[config.mk]
export PLATFORM = sky130hd
export DESIGN_NAME = ide_io_decoder
export DESIGN_NICKNAME = d
export VERILOG_FILES = /design/src/rtl/ide_dec_pkg.sv /design/src/rtl/ide_chan_window.sv /design/src/rtl/ide_bm_window.sv /design/src/rtl/ide_io_decoder.sv
export SDC_FILE = /design/constraint.sdc
export NUM_CORES = 1
export LEC_CHECK = 0
export BUFFER_PORTS_ARGS = -buffer_cell sky130_fd_sc_hd__buf_2
export CORE_MARGIN = 1.5
export CORE_UTILIZATION = 40
export DETAILED_ROUTE_END_ITERATION = 8
export GPL_ROUTABILITY_DRIVEN = 0
export PLACE_DENSITY_LB_ADDON = 0.12
export SLEW_MARGIN = 20
export SYNTH_ARGS = -nofsm -noshare
export SYNTH_HDL_FRONTEND = slang
export SYNTH_SLANG_ARGS = --single-unit
[constraint.sdc]
create_clock -name vclk -period 4.6
set_input_delay 0.46 -clock vclk [all_inputs]
set_output_delay 0.46 -clock vclk [all_outputs]
set_load 0.01 [all_outputs]
[src/rtl/ide_dec_pkg.sv]
package ide_dec_pkg;
  localparam int CMD_SPAN = 8;
  localparam int BM_SPAN  = 16;
  localparam int OFF_W    = $clog2(CMD_SPAN);

  localparam logic [15:0] PRI_LEG_CMD = 16'h01F0;
  localparam logic [15:0] PRI_LEG_CTL = 16'h03F6;
  localparam logic [15:0] SEC_LEG_CMD = 16'h0170;
  localparam logic [15:0] SEC_LEG_CTL = 16'h0376;

  typedef enum logic [1:0] {
    KIND_NONE = 2'd0,
    KIND_CMD  = 2'd1,
    KIND_CTL  = 2'd2,
    KIND_BM   = 2'd3
  } win_kind_e;
endpackage

[src/rtl/ide_chan_window.sv]
module ide_chan_window
  import ide_dec_pkg::*;
#(
  parameter int          ADDR_W  = 16,
  parameter logic [15:0] LEG_CMD = 16'h01F0,
  parameter logic [15:0] LEG_CTL = 16'h03F6
) (
  input  logic              native_i,
  input  logic              irq_sel_i,
  input  logic              enable_i,
  input  logic              valid_i,
  input  logic [ADDR_W-1:0] cmd_bar_i,
  input  logic [ADDR_W-1:0] ctl_bar_i,
  input  logic [ADDR_W-1:0] addr_i,
  output logic [ADDR_W-1:0] cmd_base_o,
  output logic [ADDR_W-1:0] ctl_port_o,
  output logic              irq_pin_o,
  output logic              cmd_hit_o,
  output logic              ctl_hit_o,
  output logic [OFF_W-1:0]  off_o
);
  localparam logic [ADDR_W-1:0] CMD_MASK = ~ADDR_W'(CMD_SPAN - 1);
  localparam logic [ADDR_W-1:0] CTL_MASK = ~ADDR_W'(3);
  localparam logic [ADDR_W-1:0] CTL_ADJ  = ADDR_W'(2);

  always_comb begin
    if (native_i) begin
      cmd_base_o = cmd_bar_i & CMD_MASK;
      ctl_port_o = (ctl_bar_i & CTL_MASK) + CTL_ADJ;
    end else begin
      cmd_base_o = ADDR_W'(LEG_CMD);
      ctl_port_o = ADDR_W'(LEG_CTL);
    end
  end

  assign irq_pin_o = irq_sel_i;
  assign cmd_hit_o = valid_i & enable_i & (((addr_i ^ cmd_base_o) & CMD_MASK) == '0);
  assign ctl_hit_o = valid_i & enable_i & (addr_i == ctl_port_o);
  assign off_o     = addr_i[OFF_W-1:0];

  logic [ADDR_W-1:0] cmd_dist;
  assign cmd_dist = addr_i - cmd_base_o;

  always_comb begin
    if (cmd_hit_o)
      assert_cmd_span_R2: assert (cmd_dist < ADDR_W'(CMD_SPAN))
        else $error("command hit outside its span");
    if (!native_i)
      assert_legacy_base_R3: assert (cmd_base_o == ADDR_W'(LEG_CMD) && ctl_port_o == ADDR_W'(LEG_CTL))
        else $error("compatibility ports wrong");
    if (native_i)
      assert_native_irq_R4: assert (irq_pin_o)
        else $error("native channel not on interrupt pin");
  end
endmodule

[src/rtl/ide_bm_window.sv]
module ide_bm_window
  import ide_dec_pkg::*;
#(
  parameter int ADDR_W = 16
) (
  input  logic              enable_i,
  input  logic              valid_i,
  input  logic [1:0]        chan_en_i,
  input  logic [ADDR_W-1:0] bar_i,
  input  logic [ADDR_W-1:0] addr_i,
  output logic [ADDR_W-1:0] base_o,
  output logic              hit_o,
  output logic              chan_o,
  output logic [OFF_W-1:0]  off_o
);
  localparam int                HALF_BIT = $clog2(BM_SPAN) - 1;
  localparam logic [ADDR_W-1:0] BM_MASK  = ~ADDR_W'(BM_SPAN - 1);

  logic in_block;

  assign base_o   = bar_i & BM_MASK;
  assign in_block = ((addr_i ^ base_o) & BM_MASK) == '0;
  assign chan_o   = addr_i[HALF_BIT];
  assign hit_o    = valid_i & enable_i & in_block & chan_en_i[chan_o];
  assign off_o    = addr_i[OFF_W-1:0];

  always_comb begin
    if (hit_o)
      assert_bm_range_R6: assert ((addr_i - base_o) < ADDR_W'(BM_SPAN))
        else $error("bus-master hit outside block");
  end
endmodule

[src/rtl/ide_io_decoder.sv]
module ide_io_decoder
  import ide_dec_pkg::*;
#(
  parameter int ADDR_W         = 16,
  parameter bit SINGLE_CHANNEL = 1'b0
) (
  input  logic              cfg_pri_native_req,
  input  logic              cfg_sec_native_req,
  input  logic              cfg_native_allow,
  input  logic              cfg_io_en,
  input  logic              cfg_sec_enable,
  input  logic [ADDR_W-1:0] cfg_pri_cmd_bar,
  input  logic [ADDR_W-1:0] cfg_pri_ctl_bar,
  input  logic [ADDR_W-1:0] cfg_sec_cmd_bar,
  input  logic [ADDR_W-1:0] cfg_sec_ctl_bar,
  input  logic [ADDR_W-1:0] cfg_bm_bar,
  input  logic              io_valid,
  input  logic [ADDR_W-1:0] io_addr,
  output logic              dec_hit,
  output logic              dec_chan,
  output logic [1:0]        dec_kind,
  output logic [OFF_W-1:0]  dec_offset,
  output logic [ADDR_W-1:0] pri_cmd_base,
  output logic [ADDR_W-1:0] pri_ctl_port,
  output logic [ADDR_W-1:0] sec_cmd_base,
  output logic [ADDR_W-1:0] sec_ctl_port,
  output logic [ADDR_W-1:0] bm_base,
  output logic              pri_irq_pin,
  output logic              sec_irq_pin,
  output logic              pri_active,
  output logic              sec_active
);
  localparam int NCH = 2;

  logic [NCH-1:0]             ch_req, ch_en, cmd_hit, ctl_hit, irq_pin;
  logic [NCH-1:0][ADDR_W-1:0] cmd_bar, ctl_bar, cmd_base, ctl_port;
  logic [NCH-1:0][OFF_W-1:0]  ch_off;
  logic                       bm_hit, bm_chan;
  logic [OFF_W-1:0]           bm_off;
  logic [1:0]                 bm_chan_en;
  win_kind_e                  kind;

  assign ch_req  = {cfg_sec_native_req, cfg_pri_native_req};
  assign cmd_bar = {cfg_sec_cmd_bar, cfg_pri_cmd_bar};
  assign ctl_bar = {cfg_sec_ctl_bar, cfg_pri_ctl_bar};
  assign ch_en[0] = cfg_io_en;

  generate
    if (SINGLE_CHANNEL) begin : g_single
      assign ch_en[1]   = 1'b0;
      assign bm_chan_en = {1'b0, 1'b1};
    end else begin : g_dual
      assign ch_en[1]   = cfg_io_en & cfg_sec_enable;
      assign bm_chan_en = 2'b11;
    end

    for (genvar gi = 0; gi < NCH; gi++) begin : g_ch
      localparam logic [15:0] LCMD = (gi == 0) ? PRI_LEG_CMD : SEC_LEG_CMD;
      localparam logic [15:0] LCTL = (gi == 0) ? PRI_LEG_CTL : SEC_LEG_CTL;
      ide_chan_window #(
        .ADDR_W (ADDR_W),
        .LEG_CMD(LCMD),
        .LEG_CTL(LCTL)
      ) i_win (
        .native_i  (ch_req[gi] & cfg_native_allow),
        .irq_sel_i (ch_req[gi]),
        .enable_i  (ch_en[gi]),
        .valid_i   (io_valid),
        .cmd_bar_i (cmd_bar[gi]),
        .ctl_bar_i (ctl_bar[gi]),
        .addr_i    (io_addr),
        .cmd_base_o(cmd_base[gi]),
        .ctl_port_o(ctl_port[gi]),
        .irq_pin_o (irq_pin[gi]),
        .cmd_hit_o (cmd_hit[gi]),
        .ctl_hit_o (ctl_hit[gi]),
        .off_o     (ch_off[gi])
      );
    end
  endgenerate

  ide_bm_window #(.ADDR_W(ADDR_W)) i_bm (
    .enable_i (cfg_io_en),
    .valid_i  (io_valid),
    .chan_en_i(bm_chan_en),
    .bar_i    (cfg_bm_bar),
    .addr_i   (io_addr),
    .base_o   (bm_base),
    .hit_o    (bm_hit),
    .chan_o   (bm_chan),
    .off_o    (bm_off)
  );

  // Fixed priority across overlapping windows.
  always_comb begin
    kind       = KIND_NONE;
    dec_chan   = 1'b0;
    dec_offset = '0;
    if (cmd_hit[0]) begin
      kind       = KIND_CMD;
      dec_offset = ch_off[0];
    end else if (ctl_hit[0]) begin
      kind = KIND_CTL;
    end else if (cmd_hit[1]) begin
      kind       = KIND_CMD;
      dec_chan   = 1'b1;
      dec_offset = ch_off[1];
    end else if (ctl_hit[1]) begin
      kind     = KIND_CTL;
      dec_chan = 1'b1;
    end else if (bm_hit) begin
      kind       = KIND_BM;
      dec_chan   = bm_chan;
      dec_offset = bm_off;
    end
  end

  assign dec_kind     = kind;
  assign dec_hit      = (kind != KIND_NONE);
  assign pri_cmd_base = cmd_base[0];
  assign pri_ctl_port = ctl_port[0];
  assign sec_cmd_base = cmd_base[1];
  assign sec_ctl_port = ctl_port[1];
  assign pri_irq_pin  = irq_pin[0];
  assign sec_irq_pin  = irq_pin[1];
  assign pri_active   = ch_en[0];
  assign sec_active   = ch_en[1];

  always_comb begin
    if (!cfg_io_en)
      assert_io_gate_R5: assert (!dec_hit)
        else $error("decode while I/O disabled");
    if (dec_hit && dec_chan && dec_kind != KIND_BM)
      assert_sec_gate_R5: assert (cfg_sec_enable && cfg_io_en)
        else $error("secondary decoded while disabled");
    if (SINGLE_CHANNEL)
      assert_single_R7: assert (!(dec_hit && dec_chan) && !sec_active)
        else $error("secondary active in single-channel build");
    if (!io_valid)
      assert_idle_R9: assert (!dec_hit && dec_kind == 2'd0)
        else $error("hit without valid address");
    if (cmd_hit[0])
      assert_prio_R8: assert (dec_kind == 2'd1 && !dec_chan)
        else $error("primary command lost priority");
  end
endmodule

==> results of run 1 <==
## report_power, final
part	internal (W)	switching, W
logic	0.000100	0.000140
registers	0	0
clock network	0	0
total	0.000100	0.000140
## stage by stage
stage | util | cell area, um^2
final | 0.525 | 2930
after global routing | 0.525 | 2930
after CTS | 0.525 | 2930
after detailed placement | 0.525 | 2930
after global placement | 0.525 | 2930
after floorplan | - | 2370
## metal layers
metal  global-route usage  vias to the layer above  wire length, um
li1                     -                     1500                -
met1                0.322                     1382             3720
met2                0.451                      126             4020
met3               0.0195                        4              581
met4               0.0175                        0               36
met5                    0                        -                0
## worst max-delay path, stage by stage
cell      delay, ps
buf_2           290
buf_4           330
and2_1          490
a32oi_1         170
a222oi_1        480
nand4_1         190
a221oi_2        490
nor3b_1         100
buf_2           160
## worst paths after layout
check	to	from
worst min-delay path	bm_base[4]	cfg_bm_bar[4]
worst max-delay path	dec_offset[0]	cfg_native_allow
## placed cells by master, fill, tap and decap left out, types with 2 or more instances in the layout
cell | netlist | final
a211o_1 | 3 | 3
a211oi_1 | 3 | 3
a21oi_1 | 9 | 9
a32oi_1 | 6 | 6
and2_1 | 7 | 7
and3_1 | 28 | 28
and4_1 | 2 | 2
buf_2 | 10 | 165
buf_4 | 30 | 2
conb_1 | 2 | 14
inv_1 | 15 | 15
mux2i_1 | 2 | 2
nand2_1 | 18 | 18
nand2b_1 | 35 | 35
nand3_1 | 4 | 4
nand3b_1 | 4 | 4
nand4_1 | 11 | 11
nand4b_1 | 6 | 6
nor2_1 | 23 | 23
nor2b_1 | 11 | 11
nor3_1 | 7 | 7
nor3b_1 | 3 | 3
nor4_1 | 11 | 11
nor4b_1 | 2 | 2
nor4bb_1 | 4 | 4
o2111ai_1 | 2 | 2
o211ai_1 | 4 | 4
o21ai_0 | 8 | 8
o221ai_1 | 2 | 2
o22ai_1 | 2 | 2
o2bb2ai_1 | 2 | 2
o32a_1 | 2 | 2
o32ai_1 | 5 | 5
or4_1 | 2 | 2
xnor2_1 | 14 | 14
xor2_1 | 16 | 16
## cells by family (layout without fill, tap and decap cells)
group | Yosys count | in the layout | share of synthesized area
AND/OR/NAND/NOR | 185 | 185 | 0.483
buffers and inverters | 74 | 182 | 0.186
AO/OA/AOI/OAI | 63 | 63 | 0.207
XOR/XNOR | 30 | 30 | 0.113
other | 2 | 14 | 0.00323
multiplexers | 2 | 2 | 0.00860
## area by class of cell
class | instances | share of cell area
repair buffers | 167 | 0.287
multi-input cells | 294 | 0.663
inverters | 15 | 0.0192
well taps | 72 | 0.0308
==> flow_metrics.py, run 1 <==
metrics = {
    "final_layout": {
        "seq_area_um2": 0,
        "nets": 580,
        "syn_to_final_growth_pct": 25.7,
        "n_antenna_cell": 0,
        "fin_cells": 548,
        "multi_input_area_mm2": 0.00194,
        "fill_cells": 605,
        "nClkBuffers": 0,
        "drive_gt1_frac": 0.368,
        "seq_cells": 0,
    },
    "timing": {
        "setup_violations": 0,
        "timing.final.crit_share": 0.791,
        "worst_pin_slew_ps": 777,
        "holdWs_ps": 1130,
        "fmax_ghz": 0.275,
        "slew_violations": 0,
        "tns_ps": 0,
        "relSlewSlack": 0.477,
        "rsz0062_at_grt": "no",
        "layout_setup_ws_ps": 961,
        "hold_viol": 0,
        "min_period_ps": 3640,
    },
    "grt": {
        "antenna_found_initial": 0,
        "grt_max_degree": 30,
        "grt_pass1_wl_mm": 12.5,
        "grt.overflow.total": 0,
        "track_usage": 0.245,
        "grt_pass1_vias": 2603,
    },
    "clocking": {
        "post_cts_buffers": 0,
        "cts_resized": 0,
        "ctsHoldBuffers": 0,
    },
    "place": {
        "dp_slack_ps": 1030,
        "hpwl_mm": 6.67,
        "portBuffers": 165,
        "dp.cells": 548,
    },
    "floorplan": {
        "start_util": 0.418,
        "dieHeight_um": 79.3,
        "core-area_mm2": 0.00557,
        "die_area_mm2": 0.00629,
        "io_pins": 193,
        "num_rows": 27,
        "die_x_um": 79.3,
    },
    "synthesis": {
        "synth_cell_types": 61,
        "avgSynthCellArea_um2": 6.54,
        "synthTopCellsByArea": "buf_4 9.7%, nand2b_1 9.4%, and3_1 7.5%, xor2_1 6.0%, xnor2_1 5.3%",
        "ys_warn_count": 0,
        "netlist.top_cell.by_area": "buf_4",
        "synth_top_area_frac": 0.0967,
        "mappedNetlistArea_mm2": 0.00233,
        "synth_most_common_cell": "nand2b_1",
        "synth_common_cells": "35 x nand2b_1, 30 x buf_4, 28 x and3_1",
        "synth_cells": 356,
        "yosysSeqAreaShare": 0,
    },
    "detailed_routing": {
        "dr.pass1.iters": 4,
        "drt-vias-per-instance": 5.50,
        "route.detailed.drc": 0,
        "routedWlPerCell_um": 15.3,
        "vias": 3012,
        "drt-total-wl_mm": 8.36,
        "antenna_left": 0,
        "drt-initial-drc-count": 141,
    },
    "worst_hold_path": {
        "hold_depth": 2,
        "min_path_type": "primary input to output pin",
    },
    "power": {
        "p_leak_nw": 1.44,
        "p_total_w": 0.000240,
        "ir_drop_mv": 0.0360,
        "power.density_mw_per_mm2": 82.0,
    },
    "critical_path": {
        "cp-end-kind": "output pin",
        "arrival_ps": 3180,
        "crit_fanout": 29,
        "worstSetupPathType": "primary input to output pin",
        "required_ps": 4140,
        "startpoint_type": "primary input",
    },
    "job": {
        "maxCapViolations": 0,
    },
    "status": {
        "status": "finished clean",
    },
}
(Power assumes the default switching activity.)
==> inputs of run 2 (changes only) <==
--- a/config.mk
+++ b/config.mk
@@ -5,9 +5,10 @@
 export SDC_FILE = /design/constraint.sdc
 export NUM_CORES = 1
 export LEC_CHECK = 0
+export ABC_AREA = 1
 export BUFFER_PORTS_ARGS = -buffer_cell sky130_fd_sc_hd__buf_2
 export CORE_MARGIN = 1.5
-export CORE_UTILIZATION = 40
+export CORE_UTILIZATION = 37
 export DETAILED_ROUTE_END_ITERATION = 8
 export GPL_ROUTABILITY_DRIVEN = 0
 export PLACE_DENSITY_LB_ADDON = 0.12
==> constraint.sdc (replaced) <==
create_clock -name vclk -period 3
set_input_delay 0.3 -clock vclk [all_inputs]
set_output_delay 0.3 -clock vclk [all_outputs]
set_load 0.01 [all_outputs]
==> flow_metrics.py, run 2 <==
metrics = {
    "synthesis": {
        "synth_top_family_by_area": "simple AND/OR/NAND/NOR gates",
        "synth_compound_area_frac": 0.0503,
        "ys_warn_count": 0,
        "synth_most_common_cell": "nand2_1",
        "synth_cells": 456,
        "synth-simple-area-share": 0.562,
        "synthTopCellsByArea": "nand2_1 21%, inv_1 15%, nor2_1 11%, buf_4 11%, nand3_1 9.4%",
        "yosysSeqAreaShare": 0,
        "synth_top_area_frac": 0.215,
        "synth_mux_area_frac": 0,
        "netlist.top_cell.by_area": "nand2_1",
        "synth_xor_area_frac": 0.0777,
        "mappedNetlistArea_mm2": 0.00224,
        "synth_cell_types": 32,
        "synth-adder-area-share": 0,
        "avgSynthCellArea_um2": 4.91,
        "synth_common_cells": "128 x nand2_1, 91 x inv_1, 68 x nor2_1",
    },
    "power": {
        "ir_drop_mv": 0.0722,
        "p_total_w": 0.000352,
        "power.density_mw_per_mm2": 122,
        "p_leak_nw": 1.98,
    },
    "final_layout": {
        "nClkBuffers": 0,
        "seq_area_um2": 0,
        "syn_to_final_growth_pct": 28.9,
        "final_common_cell": "buf_2",
        "fin_area_mm2": 0.00288,
        "final_core_util": 0.490,
        "fill_cells": 719,
        "drive_gt1_frac": 0.324,
        "n_antenna_cell": 0,
        "most-common-layout-cells": "165 x buf_2, 128 x nand2_1, 91 x inv_1",
        "nets": 697,
        "seq_cells": 0,
    },
    "floorplan": {
        "io_pins": 193,
        "die_x_um": 80.8,
        "core-area_mm2": 0.00589,
        "num_rows": 28,
        "dieHeight_um": 80.8,
        "start_util": 0.380,
        "die_area_mm2": 0.00652,
    },
    "detailed_routing": {
        "dr.pass1.iters": 4,
        "route.detailed.drc": 0,
        "drt-vias-per-instance": 4.56,
        "vias": 3045,
        "routedWlPerCell_um": 10.9,
        "antenna_left": 0,
        "drt-initial-drc-count": 141,
        "drt-total-wl_mm": 7.27,
    },
    "place": {
        "portBuffers": 165,
        "post_dp_cell_area_mm2": 0.00288,
        "hpwl_mm": 6.24,
        "dp_slack_ps": 713,
    },
    "timing": {
        "fmax_ghz": 0.444,
        "timing.final.crit_share": 0.751,
        "setup_violations": 0,
        "min_period_ps": 2250,
        "slew_violations": 0,
        "rsz0062_at_grt": "no",
        "hold_viol": 0,
        "tns_ps": 0,
        "layout_setup_ws_ps": 747,
    },
    "worst_hold_path": {
        "hold_start": "cfg_bm_bar[14]",
        "min_path_type": "primary input to output pin",
        "hold_depth": 2,
        "holdPathEnd": "bm_base[14]",
    },
    "grt": {
        "grt_max_degree": 28,
        "track_usage": 0.213,
        "grt.overflow.total": 0,
        "grt_pass1_wl_mm": 11.1,
        "grt_pass1_vias": 2515,
        "antenna_found_initial": 0,
    },
    "clocking": {
        "cts_resized": 0,
        "post_cts_buffers": 0,
        "ctsHoldBuffers": 0,
    },
    "critical_path": {
        "required_ps": 2700,
        "cpPeakStageDelay_ps": 240,
        "crit_top_cell": "buf_2",
        "startpoint_type": "primary input",
        "worstSetupPathType": "primary input to output pin",
        "path_cells": "buf_2 -> nand2_8 -> inv_4 -> nand2_1 -> xor2_1 -> inv_1 -> nand3_1 -> nor2_2 -> nand3_2 -> a21oi_1 -> buf_2",
        "arrival_ps": 1950,
        "cp-end-kind": "output pin",
        "crit_fanout": 22,
        "cp_slowest_cell": "inv_4",
        "crit_start": "cfg_native_allow",
    },
    "job": {
        "maxCapViolations": 0,
    },
    "status": {
        "status": "finished clean",
    },
}
-- run 2: stage by stage --
| stage | hold WS [ps] | std cells |
|---|---|---|
| global placement | 811 | 668 |
| finish | 808 | 668 |
| floorplan | 684 | 468 |
| CTS | 810 | 668 |
| global route | 820 | 668 |
| detailed placement | 811 | 668 |
-- run 2: worst max-delay path: cells and delay by family --
family,cells,cell delay (ps)
and+or+nand+nor,5,710
AOI/OAI and AO/OA,1,190
buffers and inverters,4,610
xor gates and xnor gates,1,150
-- run 2: worst max-delay path by stage --
stage / to
finish: dec_offset[2]
global route: dec_offset[2]
CTS: dec_offset[2]
detailed placement: dec_offset[2]
global placement: dec_offset[2]
floorplan: dec_offset[0]
-- run 2: per-layer routing --
layer	vias up	part of all wire	track usage
li1	1609	-	-
met1	1324	0.45	0.276
met2	108	0.48	0.400
met3	4	0.068	0.0112
met4	0	0.0055	0.0172
met5	-	0	0
-- run 2: final cells by class --
class                      instances  area (um^2)  area share
multi-input combinational        333         1600       0.554
inverter                          93          352       0.122
tap                               75         93.8      0.0326
timing repair buffer             167          841       0.292
-- run 2: where the power goes --
part	leakage (nW)	switching (W)	internal, W
Clock	0	0	0
Sequential	0	0	0
Combinational	1.98	0.000218	0.000134
Total	1.98	0.000218	0.000134
-- run 2: logic make-up after synthesis --
| kind of cell | Yosys count |
|---|---|
| and+or+nand+nor | 280 |
| buffers and inverters | 135 |
| AOI/OAI and AO/OA | 20 |
| xor gates and xnor gates | 19 |
| other | 2 |
